<file path="src/rtl/dcb_pkg.sv">
package dcb_pkg;

    localparam int LANE_DATA_W  = 7;
    localparam int LANE_W       = LANE_DATA_W + 2;
    localparam int NUM_LANES    = 3;
    localparam int SUM_W        = $clog2(LANE_W + 1) + 2;
    localparam int MAX_DSV_DATA = 10;
    localparam int MAX_DSV_CLK  = 5;
    localparam int CLK_HI_SHORT = LANE_W / 2;
    localparam int CLK_HI_LONG  = LANE_W - CLK_HI_SHORT;

    typedef logic [LANE_DATA_W-1:0] data_t;
    typedef logic signed [SUM_W-1:0] sum_t;

    typedef struct packed {
        logic  flag_a;
        logic  flag_b;
        data_t payload;
    } lane_word_t;

    // Ones minus zeros of a data group
    function automatic int data_disp(data_t d);
        return 2 * $countones(d) - LANE_DATA_W;
    endfunction

    // Ones minus zeros of a full lane word
    function automatic int word_disp(logic [LANE_W-1:0] w);
        return 2 * $countones(w) - LANE_W;
    endfunction

    // Largest magnitude of the running sum while a word is shifted out MSB first
    function automatic int prefix_peak(int start, logic [LANE_W-1:0] w);
        int acc;
        int pk;
        acc = start;
        pk  = (start < 0) ? -start : start;
        for (int i = LANE_W - 1; i >= 0; i--) begin
            acc = acc + (w[i] ? 1 : -1);
            if (acc > pk)  pk = acc;
            if (-acc > pk) pk = -acc;
        end
        return pk;
    endfunction

endpackage

</file>
<file path="src/rtl/dcb_lane_enc.sv">
module dcb_lane_enc
    import dcb_pkg::*;
(
    input  logic       clk,
    input  logic       rst,
    input  data_t      data_i,
    output lane_word_t word_o
);

    sum_t       rs_q;
    sum_t       rs_d;
    sum_t       cand;
    logic       inv;
    lane_word_t word_d;
    logic       live_q;

    always_comb begin
        cand           = sum_t'(data_disp(data_i));
        inv            = (rs_q != '0) && (rs_q[SUM_W-1] == cand[SUM_W-1]);
        word_d.flag_a  = inv;
        word_d.flag_b  = ~inv;
        word_d.payload = inv ? ~data_i : data_i;
        rs_d           = inv ? (rs_q - cand) : (rs_q + cand);
    end

    always_ff @(posedge clk) begin
        if (rst) begin
            rs_q   <= '0;
            word_o <= '0;
            live_q <= 1'b0;
        end else begin
            rs_q   <= rs_d;
            word_o <= word_d;
            live_q <= 1'b1;
        end
    end

    AST_FLAG_PAIR: assert property (@(posedge clk) disable iff (rst)
        live_q |-> (word_o.flag_a != word_o.flag_b));

    AST_SUM_TRACK: assert property (@(posedge clk) disable iff (rst)
        live_q |-> (int'(rs_q) == int'($past(rs_q)) + word_disp(word_o)));

    AST_BOUNDARY_SUM: assert property (@(posedge clk) disable iff (rst)
        (rs_q <= sum_t'(LANE_DATA_W)) && (rs_q >= -sum_t'(LANE_DATA_W)));

    AST_DATA_PEAK: assert property (@(posedge clk) disable iff (rst)
        live_q |-> (prefix_peak(int'($past(rs_q)), word_o) <= MAX_DSV_DATA));

endmodule

</file>
<file path="src/rtl/dcb_clk_lane.sv">
module dcb_clk_lane
    import dcb_pkg::*;
(
    input  logic              clk,
    input  logic              rst,
    output logic [LANE_W-1:0] word_o
);

    logic              phase_q;
    logic [LANE_W-1:0] pat;
    logic              live_q;
    sum_t              ck_acc_q;

    always_comb begin
        for (int i = 0; i < LANE_W; i++) begin
            pat[LANE_W-1-i] = phase_q ? (i < CLK_HI_LONG) : (i < CLK_HI_SHORT);
        end
    end

    always_ff @(posedge clk) begin
        if (rst) begin
            phase_q <= 1'b0;
            word_o  <= '0;
            live_q  <= 1'b0;
        end else begin
            phase_q <= ~phase_q;
            word_o  <= pat;
            live_q  <= 1'b1;
        end
    end

    // Accumulated disparity of clock words already emitted, for the bound check
    always_ff @(posedge clk) begin
        if (rst) begin
            ck_acc_q <= '0;
        end else if (live_q) begin
            ck_acc_q <= ck_acc_q + sum_t'(word_disp(word_o));
        end
    end

    AST_CLK_ONES: assert property (@(posedge clk) disable iff (rst)
        live_q |-> (($countones(word_o) == CLK_HI_SHORT) || ($countones(word_o) == CLK_HI_LONG)));

    AST_CLK_PAIR: assert property (@(posedge clk) disable iff (rst)
        (live_q && $past(live_q)) |-> ($countones(word_o) + $countones($past(word_o)) == LANE_W));

    AST_CLK_PEAK: assert property (@(posedge clk) disable iff (rst)
        live_q |-> (prefix_peak(int'(ck_acc_q), word_o) <= MAX_DSV_CLK));

endmodule

</file>
<file path="src/rtl/dcb_lane_encoder.sv">
module dcb_lane_encoder
    import dcb_pkg::*;
#(
    parameter int LANES = NUM_LANES
) (
    input  logic                          clk,
    input  logic                          rst,
    input  logic [LANES*LANE_DATA_W-1:0]  word_i,
    output logic [LANES*LANE_W-1:0]       lanes_o,
    output logic [LANE_W-1:0]             clk_lane_o
);

    for (genvar g = 0; g < LANES; g++) begin : g_lane
        lane_word_t w;

        dcb_lane_enc u_enc (
            .clk    (clk),
            .rst    (rst),
            .data_i (word_i[g*LANE_DATA_W +: LANE_DATA_W]),
            .word_o (w)
        );

        assign lanes_o[g*LANE_W +: LANE_W] = w;
    end

    dcb_clk_lane u_clk (
        .clk    (clk),
        .rst    (rst),
        .word_o (clk_lane_o)
    );

endmodule

</file>
<file path="config.mk">
export PLATFORM = sky130hd
export DESIGN_NAME = dcb_lane_encoder
export DESIGN_NICKNAME = d
export VERILOG_FILES = /design/src/rtl/dcb_pkg.sv /design/src/rtl/dcb_lane_enc.sv /design/src/rtl/dcb_clk_lane.sv /design/src/rtl/dcb_lane_encoder.sv
export SDC_FILE = /design/constraint.sdc
export NUM_CORES = 1
export LEC_CHECK = 0
export ABC_AREA = 1
export BUFFER_PORTS_ARGS = -buffer_cell sky130_fd_sc_hd__buf_2
export CAP_MARGIN = 20
export CELL_PAD_IN_SITES_DETAIL_PLACEMENT = 1
export CELL_PAD_IN_SITES_GLOBAL_PLACEMENT = 2
export CORE_ASPECT_RATIO = 0.7
export CORE_MARGIN = 5
export CORE_UTILIZATION = 32
export DETAILED_ROUTE_END_ITERATION = 10
export GPL_TIMING_DRIVEN = 0
export PLACE_DENSITY = 0.79
export SYNTH_ARGS = -nofsm -noshare
export SYNTH_HDL_FRONTEND = slang
export SYNTH_SLANG_ARGS = --single-unit
</file>
<file path="constraint.sdc">
create_clock -name clk -period 5.8 [get_ports clk]
set_clock_uncertainty 0.2 [all_clocks]
set_input_delay 1.16 -clock clk [delete_from_list [all_inputs] [get_ports clk]]
set_output_delay 1.16 -clock clk [all_outputs]
set_load 0.02 [all_outputs]
</file>
# Yosys cells after proc, flatten, opt, wreduce, memory -nomap -nowiden
# Cells that the tools add are included.
[word_totals] input_bits=23 out_inout_bits=36 register_bits=55 elab_cells=66
[classes] n_reduce_logical=6 n_bitwise=7 add_sub_neg=27 muxes=8 eq_ne=3
[ops] op="5-bit adder" count=6
[ops] op="7-bit 2-to-1 mux" count=3
[ops] op="7-bit inverter" count=3
[ops] op="1-bit by 1-bit adder with 2-bit output" count=9
[ops] op="6-bit adder" count=3
[ops] op="6-bit 2-to-1 mux" count=3
[ops] op="6-bit nonzero test" count=3
[ops] op="6-bit by 4-bit subtractor with 6-bit output (second input constant)" count=3
[ops] op="6-bit subtractor" count=3
[ops] op="5-bit by 1-bit adder with 5-bit output" count=3
[ops] op="9-bit 2-to-1 mux" count=1
[ops] op="1-bit inverter" count=4
[ops] op="1-bit equality test" count=3
[ops] op="1-bit logical AND" count=3
[ops] op="1-bit 2-to-1 mux" count=1

# Depth between registers and ports, before layout
# Gate-level depths: netlist of the first run.
[logic_depth] word_depth=7 ltp_mapped=21 mapped_depth_nobuf=21

# Cells and area by module
# Synthesis of the first run repeated with hierarchy kept, for this count alone.
[unflattened] hier_cells=319 area_unflattened_um2=2637.5
[by_module_without_submodules] mod="dcb_lane_enc (g_lane[2].u_enc)" instances=1 area_each_um2=879.6 seq_area_each_um2=300.3 cells_each=110
[by_module_without_submodules] mod="dcb_lane_enc (g_lane[0].u_enc)" instances=1 area_each_um2=839.6 seq_area_each_um2=300.3 cells_each=97
[by_module_without_submodules] mod="dcb_lane_enc (g_lane[1].u_enc)" instances=1 area_each_um2=784.5 seq_area_each_um2=300.3 cells_each=97
[by_module_without_submodules] mod="dcb_clk_lane" instances=1 area_each_um2=133.9 seq_area_each_um2=60.1 cells_each=15

# Worst setup path after synthesis of the first run
# OpenSTA, ideal clock, no wires.
[synth_path] path_type="input to register" from="in word_i[4]" to="reg g_lane[0].u_enc.rs_q[3]" arrival_ps=4334 stages=17 setup_ps=113 path_slack_ps=1153 n_path_buf=0 t_required_ps=5487 path_cell_list="ha_1 > inv_1 > fa_1 > inv_1 > ha_1 > inv_1 > fa_1 > xor2_1 > ha_1 > xnor2_2 > nand2_4 > xor2_1 > ha_1 > or2_2 > and2_1 > nor2_1 > nor2_1"
[synth_via] elab_chain_cells=7 word_cells_on_any_way=9 cone_classes="add/sub: 6; eq/ne: 1; mux: 1; reduce/logical: 1"
[synth_lines] element="from (decl)" line_no="dcb_lane_encoder.sv:8" rtl="input logic [LANES*LANE_DATA_W-1:0] word_i,"
[synth_lines] element="1-bit by 1-bit adder with 2-bit output (implied by the code) (*)" line_no="dcb_pkg.sv:23" rtl="return 2 * $countones(d) - LANE_DATA_W;"
[synth_lines] element="5-bit by 1-bit adder with 5-bit output (implied by the code) (*)" line_no="dcb_pkg.sv:23"
[synth_lines] element="5-bit adder (implied by the code) (*)" line_no="dcb_pkg.sv:23"
[synth_lines] element="6-bit by 4-bit subtractor with 6-bit output (*)" line_no="dcb_pkg.sv:23"
[synth_lines] element="parallel branches: the longest is 2 deep, another holds 6-bit adder"
[synth_lines] element="6-bit 2-to-1 mux (*)" line_no="dcb_lane_enc.sv:23" rtl="rs_d = inv ? (rs_q - cand) : (rs_q + cand);"
[synth_lines] element="to (signal assigned)" line_no="dcb_lane_enc.sv:32" rtl="rs_q <= rs_d;"
[synth_lines] element="to (decl)" line_no="dcb_lane_enc.sv:10" rtl="sum_t rs_q;"
# Every way passes the cells marked *.
# A chain may end at the register's enable or synchronous reset.

# Worst setup path in the final report of the first run
# Ends and elaborated chain as after synthesis.

==> metrics.txt, run 1 <==
status finished, final reports clean; Top-Level Pins 59; fraction of synthesis flops using an asynchronous set or reset pin 0%; WP data arrival 4.79 ns; cell type contributing the most total cell area after synthesis dfxtp_1; Gate Count Post-Synth 366; leading cell type in the layout, fill and taps excluded nand2_1; gr ovfl total 0; area overhead of the layout relative to synthesis 21.1%; top cells by area in the synthesized netlist dfxtp_1 33%, nand2_1 13%, ha_1 13%, inv_1 8.5%, fa_1 8.2%; Std-Cell Rows 29; type of the setup path with the least slack in2reg; Die X-Extent 124 um; effective utilization at floorplan 32.5%; via count of the first global-routing pass 2352; via count of the routed design 2271; cell seen most often among critical-path stages ha_1; number of remaining DRC errors 0; period utilization 82.2%; top achievable clock speed 0.210 GHz; area of placed instances 3360 um^2; clock period minus final worst setup slack 4.77 ns; Avg Vias per Cell 4.11; worst skew pair latency 0.29 ns; Syn Area/Cell 8.00 um^2; number of violations of the max-capacitance limit 0; number of buffers created by CTS 5; clock tree buffer depth 2; Overall Global Routing Usage 11.9%; total of endpoints with negative setup slack in the final report 0; Clock Root Buffer clkbuf_16; Hold Vio Cnt, Final 0; final HPWL from detailed placement 5.12 mm; flip-flop and latch count after synthesis 48; quantity of gates resized following cts 0; Hold Path Class reg2reg; sort of element at the start of the critical path input pin; final antenna diode count 0; antenna violations before repair 0; Antenna Nets Post-Route 0; number of post-CTS setup repair buffers 0; worst path cell trace buf_2 > ha_1 > inv_1 > fa_1 > inv_1 > ha_1 > inv_1 > fa_1 > xor2_1 > ha_1 > xnor2_2 > nand2_4 > xor2_1 > ha_1 > or2_2 > and2_1 > nand2_1 > nand2_1 > nor2_1; highest-count cells in the layout ignoring fill and taps 103 x nand2_1, 66 x inv_1, 55 x buf_2, 48 x dfxtp_1, 37 x nor2_1; TritonCTS clock tree built; number of levels the H-tree was split into 2; worst ir drop on vdd 0.000220 V; Cell variety after synth 29; fill cell count 1134; share of the synthesized area in the top cell type 32.8%; TritonRoute pass-1 iters 4; die area 11200 um^2; count of flip-flops with a built-in enable after synthesis 0; total internal power 1220 uW; fin. max-slew vios 0; WP data required 5.82 ns; combinational share of power 60.1%; final net count 494; largest net degree at the start of global routing 15; RSZ-0062 raised after global routing false; die boundary height 90.0 um; critical path peak fanout 5; fraction of final layout cells sized beyond drive strength 1 21.4%; last weighted congestion value of the routability-driven placer 0.682; highest cell delay on the worst timing path 0.42 ns; setup TNS 0 ns; Net Sw Frac 45.6%; pwr/cell area 632 nW/um^2; count of input and output buffers 53; clock transition at the register clock pins on the worst setup and hold paths after CTS 0.06 ns; Sequential cell area 961 um^2; switching power total 1020 uW; sequential cell fraction of total power 23.4%; core area 9000 um^2; number of hold buffers added after cts 0; netlist area before placement 2930 um^2; reported leakage power 0.00201 uW; fin area 3540 um^2; critical path capture point type flip-flop; top flip-flop cell by instance count after synthesis dfxtp_1; cell type of the slowest stage on the worst timing path fa_1; part of the total power dissipated in the clock network 16.6%; wire length reported by the detailed router 6.24 mm; number of warnings printed during yosys synthesis 0; first-pass GRT wire length 11.0 mm; number of DRC violations after detailed-routing iteration 0 55; clk sink count 48; routed len/inst 11.3 um; post-synthesis sequential area ratio 32.8%; area of the multi-input gates 1660 um^2
-- synthesized netlist by cell type (all sizes together), types with 3 or more instances --
cell and n:
xnor2 7, o21ai 6, inv 67, a21oi 12
buf 10, xor2 11, nand2 108, fa 12
nor2 41, nand4 3, nand3 6, ha 30
dfxtp 48
-- power groups by stage --
stage	sequential [uW]	combinational, uW	clock (uW)
final	524	1350	371
after global routing	541	1560	396
after CTS	527	1380	384
after detailed placement	533	1360	0
after global placement	531	1320	0
after floorplan	635	940	0
-- worst max-delay path: cells and delay by family --
| family | cells | cell delay, ns |
|---|---|---|
| adder cells (fa/ha/maj) | 6 | 1.82 |
| XOR/XNOR | 3 | 0.64 |
| AND/OR/NAND/NOR | 6 | 0.85 |
| buffers and inverters | 4 | 0.33 |
-- path summary, 6_finish.rpt --
check / slack (ns) / cells past startpoint / end / start
setup / recovery: 1.03 / 19 / g_lane[0].u_enc.rs_q[3] / word_i[4]
hold / removal: 0.21 / 1 / u_clk.phase_q / u_clk.phase_q
setup reg to reg: 3.54 / 9 / g_lane[0].u_enc.rs_q[3] / g_lane[0].u_enc.rs_q[5]
hold reg to reg: 0.21 / 1 / u_clk.phase_q / u_clk.phase_q
-- metrics by stage --
| stage | instances | power, uW | hold WS [ns] | worst slack [ns] | utilization (%) |
|---|---|---|---|---|---|
| 2_1_floorplan | 369 | 1580 | 0.193 | 1.15 | - |
| 3_3_place_gp | 546 | 1850 | 0.199 | 0.863 | 37.3 |
| 3_5_place_dp | 546 | 1890 | 0.205 | 0.753 | 37.3 |
| 4_1_cts | 553 | 2290 | 0.214 | 0.977 | 39.4 |
| 5_1_grt | 553 | 2490 | 0.223 | 0.763 | 39.4 |
| 6_report | 553 | 2240 | 0.210 | 1.03 | 39.4 |
-- logic make-up (layout without fill, tap and decap cells) --
logic type	Yosys count	count (layout)	synth area share, %
simple gates	161	161	24.2
fa+ha+maj	42	42	21.0
buf+inv	77	137	11.0
flops	48	48	32.8
xor+xnor	18	18	6.67
other cells	1	4	0.128
compound gates	19	19	4.19
-- layer usage --
layer	vias to the layer above	global-route usage (%)	share of wire [%]
met2	29	19.8	46
li1	1211	-	-
met5	-	0	0
met1	1026	15.3	50
met4	0	3.56	1.1
met3	5	2.78	2.9
-- cell type report --
class | instances | share of cell area [%]
buffer | 10 | 1.98
clock buffer | 5 | 3.53
clock inverter | 2 | 1.69
sequential | 48 | 27.1
timing repair buffer | 53 | 7.49
multi-input combinational | 244 | 46.7
inverter | 67 | 7.10
tap | 124 | 4.38
-- sequential cells by signal, summed over array words and instances, names as in the netlist --
signal               flops
g_lane.u_enc.word_o     27
g_lane.u_enc.rs_q       18
u_clk.phase_q            1
u_clk.word_o             2
Note: power is estimated with default switching activity, not from simulation.
==> run 2: changes to the inputs <==
- clock period: 5.8 -> 4.7 ns (I/O delays scaled with it)
==> run 2 against run 1 <==
Highest routed layer unchanged. Register-to-register slack got worse by 1.1 ns. Sequential cell count stayed put. Largest power group unchanged. Wire length grew 2.2%. Total power increased by 26%. Design area is 1.5% higher. Worst hold slack hardly changed.
==> metrics.txt, run 2 (same netlist as run 1, synthesis figures left out) <==
status finished, final reports clean; antenna violations before repair 0; die boundary height 90.0 um; sort of element at the start of the critical path input pin; fraction of final layout cells sized beyond drive strength 1 22.5%; power consumption 2820 uW; FF-to-FF path depth 10; TritonCTS clock tree built; Die X-Extent 124 um; effective utilization at floorplan 32.5%; share of the core filled with cells in the final layout 40.0%; Antenna Nets Post-Route 0; RR Endpoint g_lane[0].u_enc.rs_q[5]; Overall Global Routing Usage 11.9%; total of endpoints with negative setup slack in the final report 0; WHS 0.210 ns; number of levels the H-tree was split into 2; TritonRoute pass-1 iters 4; WP data arrival 4.45 ns; gr ovfl total 0; largest net degree at the start of global routing 15; clock tree buffer depth 2; final antenna diode count 0; launch point of the critical path word_i[4]; WP data required 4.69 ns; number of DRC violations after detailed-routing iteration 0 61; worst skew pair latency 0.29 ns; critical path endpoint g_lane[0].u_enc.rs_q[5]; reg-to-reg slack, setup 2.43 ns; clock transition at the register clock pins on the worst setup and hold paths after CTS 0.07 ns; most flop-heavy register g_lane.u_enc.word_o; final net count 496; Std-Cell Rows 29; highest-count cells in the layout ignoring fill and taps 103 x nand2_1, 66 x inv_1, 55 x buf_2, 48 x dfxtp_1, 37 x nor2_1; pwr/cell area 784 nW/um^2; final HPWL from detailed placement 5.12 mm; RSZ-0062 raised after global routing false; first-pass GRT wire length 11.0 mm; number of hold buffers added after cts 0; number of buffers created by CTS 5; type of the setup path with the least slack in2reg; period utilization 94.9%; Avg Vias per Cell 4.13; critical path capture point type flip-flop; number of violations of the max-capacitance limit 0; via count of the first global-routing pass 2352; clock period minus final worst setup slack 4.46 ns; wire length reported by the detailed router 6.38 mm; reported leakage power 0.00203 uW; last weighted congestion value of the routability-driven placer 0.682; Hold Vio Cnt, Final 0; number of flip-flops in the largest register 27; count of input and output buffers 53; startpoint of the worst register-to-register path g_lane[0].u_enc.rs_q[5]; biggest regs g_lane.u_enc.word_o x27, g_lane.u_enc.rs_q x18, u_clk.word_o x2; core area 9000 um^2; fin. max-slew vios 0; area overhead of the layout relative to synthesis 22.9%; number of remaining DRC errors 0; via count of the routed design 2294; die area 11200 um^2; critical path peak fanout 5; Clock Root Buffer clkbuf_16; routed len/inst 11.5 um; top achievable clock speed 0.224 GHz; clk sink count 48; leading cell type in the layout, fill and taps excluded nand2_1; worst ir drop on vdd 0.000272 V; Top-Level Pins 59; Hold Path Class reg2reg
==> run 2: cell types whose count changed in the layout (fill, tap and decap cells not counted), sizes merged <==
cell / previous run / this run
buf: 63 / 65
==> run 2: cell type report <==
class | instances | area, um^2
Buffer | 10 | 70.1
Clock buffer | 5 | 125
Clock inverter | 2 | 60.1
Fill cell | 1133 | 5400
Inverter | 67 | 251
Multi-Input combinational cell | 244 | 1690
Sequential cell | 48 | 961
Tap cell | 124 | 155
Timing Repair Buffer | 55 | 280
==> run 2: per-layer routing <==
metal  track usage (%)  share of wire, %  up-vias
met3              2.78               2.9        8
met1              15.3                49     1040
li1                  -                 -     1214
met5                 0                 0        -
met4              3.56               1.4        0
met2              19.8                47       32
==> run 2: what timing repair did <==
action / 4_1_cts / 5_1_grt
hold endpoints to repair: 0 / 0
gates resized for setup: 0 / 5
buffers inserted: 0 / 2
endpoints found under the setup margin: 0 / 3
==> run 2: worst min-delay path by stage <==
| stage | startpoint | endpoint | cells after the start |
|---|---|---|---|
| 2_1_floorplan | u_clk.phase_q | u_clk.phase_q | 1 |
| 3_3_place_gp | u_clk.phase_q | u_clk.phase_q | 1 |
| 3_5_place_dp | u_clk.phase_q | u_clk.phase_q | 1 |
| 4_1_cts | u_clk.phase_q | u_clk.phase_q | 1 |
| 5_1_grt | u_clk.phase_q | u_clk.phase_q | 1 |
| 6_report | u_clk.phase_q | u_clk.phase_q | 1 |
==> run 2: where the power goes <==
group	total, uW	leakage, uW	switching [uW]	internal, uW
combinational	1710	0.00154	1060	656
sequential	649	0.000400	70.1	579
clock	461	0.0000899	159	302
==> run 2: critical path, stage by stage <==
cell and delay [ns]:
buf_2 0.11, ha_1 0.28, inv_1 0.07, fa_1 0.42
inv_1 0.08, ha_1 0.19, inv_1 0.07, fa_1 0.41
xor2_2 0.19, ha_4 0.20, xnor2_4 0.20, nand2_4 0.13
xor2_1 0.17, ha_1 0.32, or2_2 0.30, nand3_1 0.10
nand2_1 0.10, nor2_1 0.11, nor2_1 0.05
==> run 2: per-stage QoR <==
step                      setup slack [ns]  setup TNS, ns  area [um^2]  cells
final                                0.240              0         3600    555
after global routing               0.00783              0         3600    555
after CTS                           0.0969              0         3540    553
after detailed placement            -0.127         -0.350         3360    546
after global placement             -0.0165        -0.0207         3360    546
after floorplan                      0.273              0         2940    369
==> run 3: changes to the inputs <==
- CELL_PAD_IN_SITES_DETAIL_PLACEMENT: 1 -> 0
- CELL_PAD_IN_SITES_GLOBAL_PLACEMENT: 2 -> 1
- CORE_UTILIZATION: 32 -> 40
- PLACE_DENSITY: 0.79 -> 0.78
==> run 3 against run 2 <==
Critical path type unchanged. Register-to-register slack gained 0.03 ns. Highest routed layer unchanged. Clock-buffer cell count rose by 1. Largest power group unchanged. Critical path depth is the same. Non-clock buffer count down 2.
==> metrics.txt, run 3 (same netlist as run 1, synthesis figures left out) <==
cell seen most often among critical-path stages ha_1; routed len/inst 9.86 um; highest cell delay on the worst timing path 0.41 ns; Die X-Extent 112 um; cell type of the slowest stage on the worst timing path fa_1; critical path capture point type flip-flop; Net Sw Frac 47.0%; count of buffer and inverter cells on the critical path 4; type of the setup path with the least slack in2reg; launch point of the critical path word_i[4]; startpoint of the worst register-to-register path g_lane[0].u_enc.rs_q[5]; first-pass GRT wire length 8.88 mm; power consumption 2590 uW; TritonRoute pass-1 iters 4; sort of element at the start of the critical path input pin; critical path endpoint g_lane[0].u_enc.rs_q[3]; die area 9150 um^2; final HPWL from detailed placement 4.28 mm; combinational share of power 62.8%; Top delay family on crit path adder cells; TritonCTS clock tree built; period utilization 94.6%; area overhead of the layout relative to synthesis 18.0%; biggest regs g_lane.u_enc.word_o x27, g_lane.u_enc.rs_q x18, u_clk.word_o x2; number of buffers created by CTS 5; RSZ-0062 raised after global routing false; status finished, final reports clean; number of DRC violations after detailed-routing iteration 0 77; gr ovfl total 0; area of placed instances 3330 um^2; clk sink count 48; Hold Path Class reg2reg; clock period minus final worst setup slack 4.45 ns; leading cell type in the layout, fill and taps excluded nand2_1; sequential cell fraction of total power 24.8%; part of the total power dissipated in the clock network 12.4%; clock tree buffer depth 2; pwr/cell area 751 nW/um^2; Clock Root Buffer clkbuf_8; Std-Cell Rows 26; number of hold buffers added after cts 0; wire length reported by the detailed router 5.20 mm; WP data required 4.75 ns; final antenna diode count 0; fin area 3450 um^2; via count of the routed design 2168; Levels on crit path 19; total of endpoints with negative setup slack in the final report 0; reg-to-reg slack, setup 2.46 ns; number of flip-flops in the largest register 27; antenna violations before repair 0; Top-Level Pins 59; highest-count cells in the layout ignoring fill and taps 103 x nand2_1, 66 x inv_1, 55 x buf_2, 48 x dfxtp_1, 37 x nor2_1; WP data arrival 4.50 ns; total internal power 1380 uW; worst skew pair latency 0.31 ns; worst ir drop on vdd 0.000393 V; reported leakage power 0.00199 uW; number of violations of the max-capacitance limit 0; core area 7220 um^2; final net count 494; Avg Vias per Cell 4.11; Antenna Nets Post-Route 0; share of the core filled with cells in the final layout 47.8%; number of levels the H-tree was split into 2; last weighted congestion value of the routability-driven placer 0.735; count of input and output buffers 53; worst path cell trace buf_2 > ha_1 > inv_1 > fa_1 > inv_1 > ha_1 > inv_1 > fa_1 > xor2_1 > ha_1 > xnor2_2 > nand2_4 > xor2_1 > ha_1 > or2_2 > and2_1 > nand2_1 > nand2_1 > nor2_1; switching power total 1220 uW; WHS 0.219 ns; post-place setup slack -0.0529 ns; number of remaining DRC errors 0; worst setup margin 0.255 ns; fin. max-slew vios 0; largest net degree at the start of global routing 16; Hold Vio Cnt, Final 0; fraction of final layout cells sized beyond drive strength 1 21.9%; FF-to-FF path depth 9; via count of the first global-routing pass 2097; most flop-heavy register g_lane.u_enc.word_o; Overall Global Routing Usage 12.1%; critical path peak fanout 5; effective utilization at floorplan 40.5%; top achievable clock speed 0.225 GHz; die boundary height 81.6 um; clock transition at the register clock pins on the worst setup and hold paths after CTS 0.09 ns; RR Endpoint g_lane[0].u_enc.rs_q[3]
## run 3: cell types whose count changed in the layout (fill, tap and decap cells not counted), sizes merged
cell | before | now
bufinv | 2 | 1
buf | 65 | 63
clkinv | 0 | 1
clkbuf | 5 | 6
## run 3: power by group through the flow
stage	Clock, uW	Sequential [uW]	Combinational [uW]
after floorplan	0	784	1160
after CTS	337	645	1640
after global placement	0	653	1600
after detailed placement	0	654	1630
after global routing	347	663	1870
final	321	643	1630
## run 3: how the worst min path moves through the flow
stage / cells after the start / end / slack (ns) / from
after global routing: 1 / u_clk.phase_q / 0.23 / u_clk.phase_q
final: 1 / u_clk.phase_q / 0.22 / u_clk.phase_q
after CTS: 1 / u_clk.phase_q / 0.22 / u_clk.phase_q
after detailed placement: 1 / u_clk.phase_q / 0.21 / u_clk.phase_q
after floorplan: 1 / u_clk.phase_q / 0.19 / u_clk.phase_q
after global placement: 1 / u_clk.phase_q / 0.20 / u_clk.phase_q
## run 3: cell type report
type	count	area [um^2]
plain buffers	10	70.1
clock buffers	6	82.6
clock inverters	2	38.8
fillers	716	3770
inverters	67	251
multi-input cells	244	1660
flip-flops and latches	48	961
well taps	98	123
repair buffers	53	265
## run 3: metrics by stage
| step | setup TNS (ns) | cells |
|---|---|---|
| after global routing | 0 | 528 |
| after floorplan | 0 | 369 |
| after detailed placement | -0.120 | 520 |
| after global placement | 0 | 520 |
| after CTS | 0 | 528 |
| final | 0 | 528 |
## run 3: what timing repair did
action,CTS,global route
buffers inserted,0,0
setup endpoints to repair,0,1
endpoints found under the hold margin,0,0
resized for setup,0,1
## run 3: metal layers
| layer | GRT usage [%] | vias up | wire length (um) |
|---|---|---|---|
| li1 | - | 1217 | - |
| met1 | 15.2 | 910 | 2620 |
| met2 | 19.7 | 31 | 2240 |
| met5 | 0 | - | 0 |
| met4 | 5.64 | 0 | 102 |
| met3 | 3.09 | 10 | 237 |
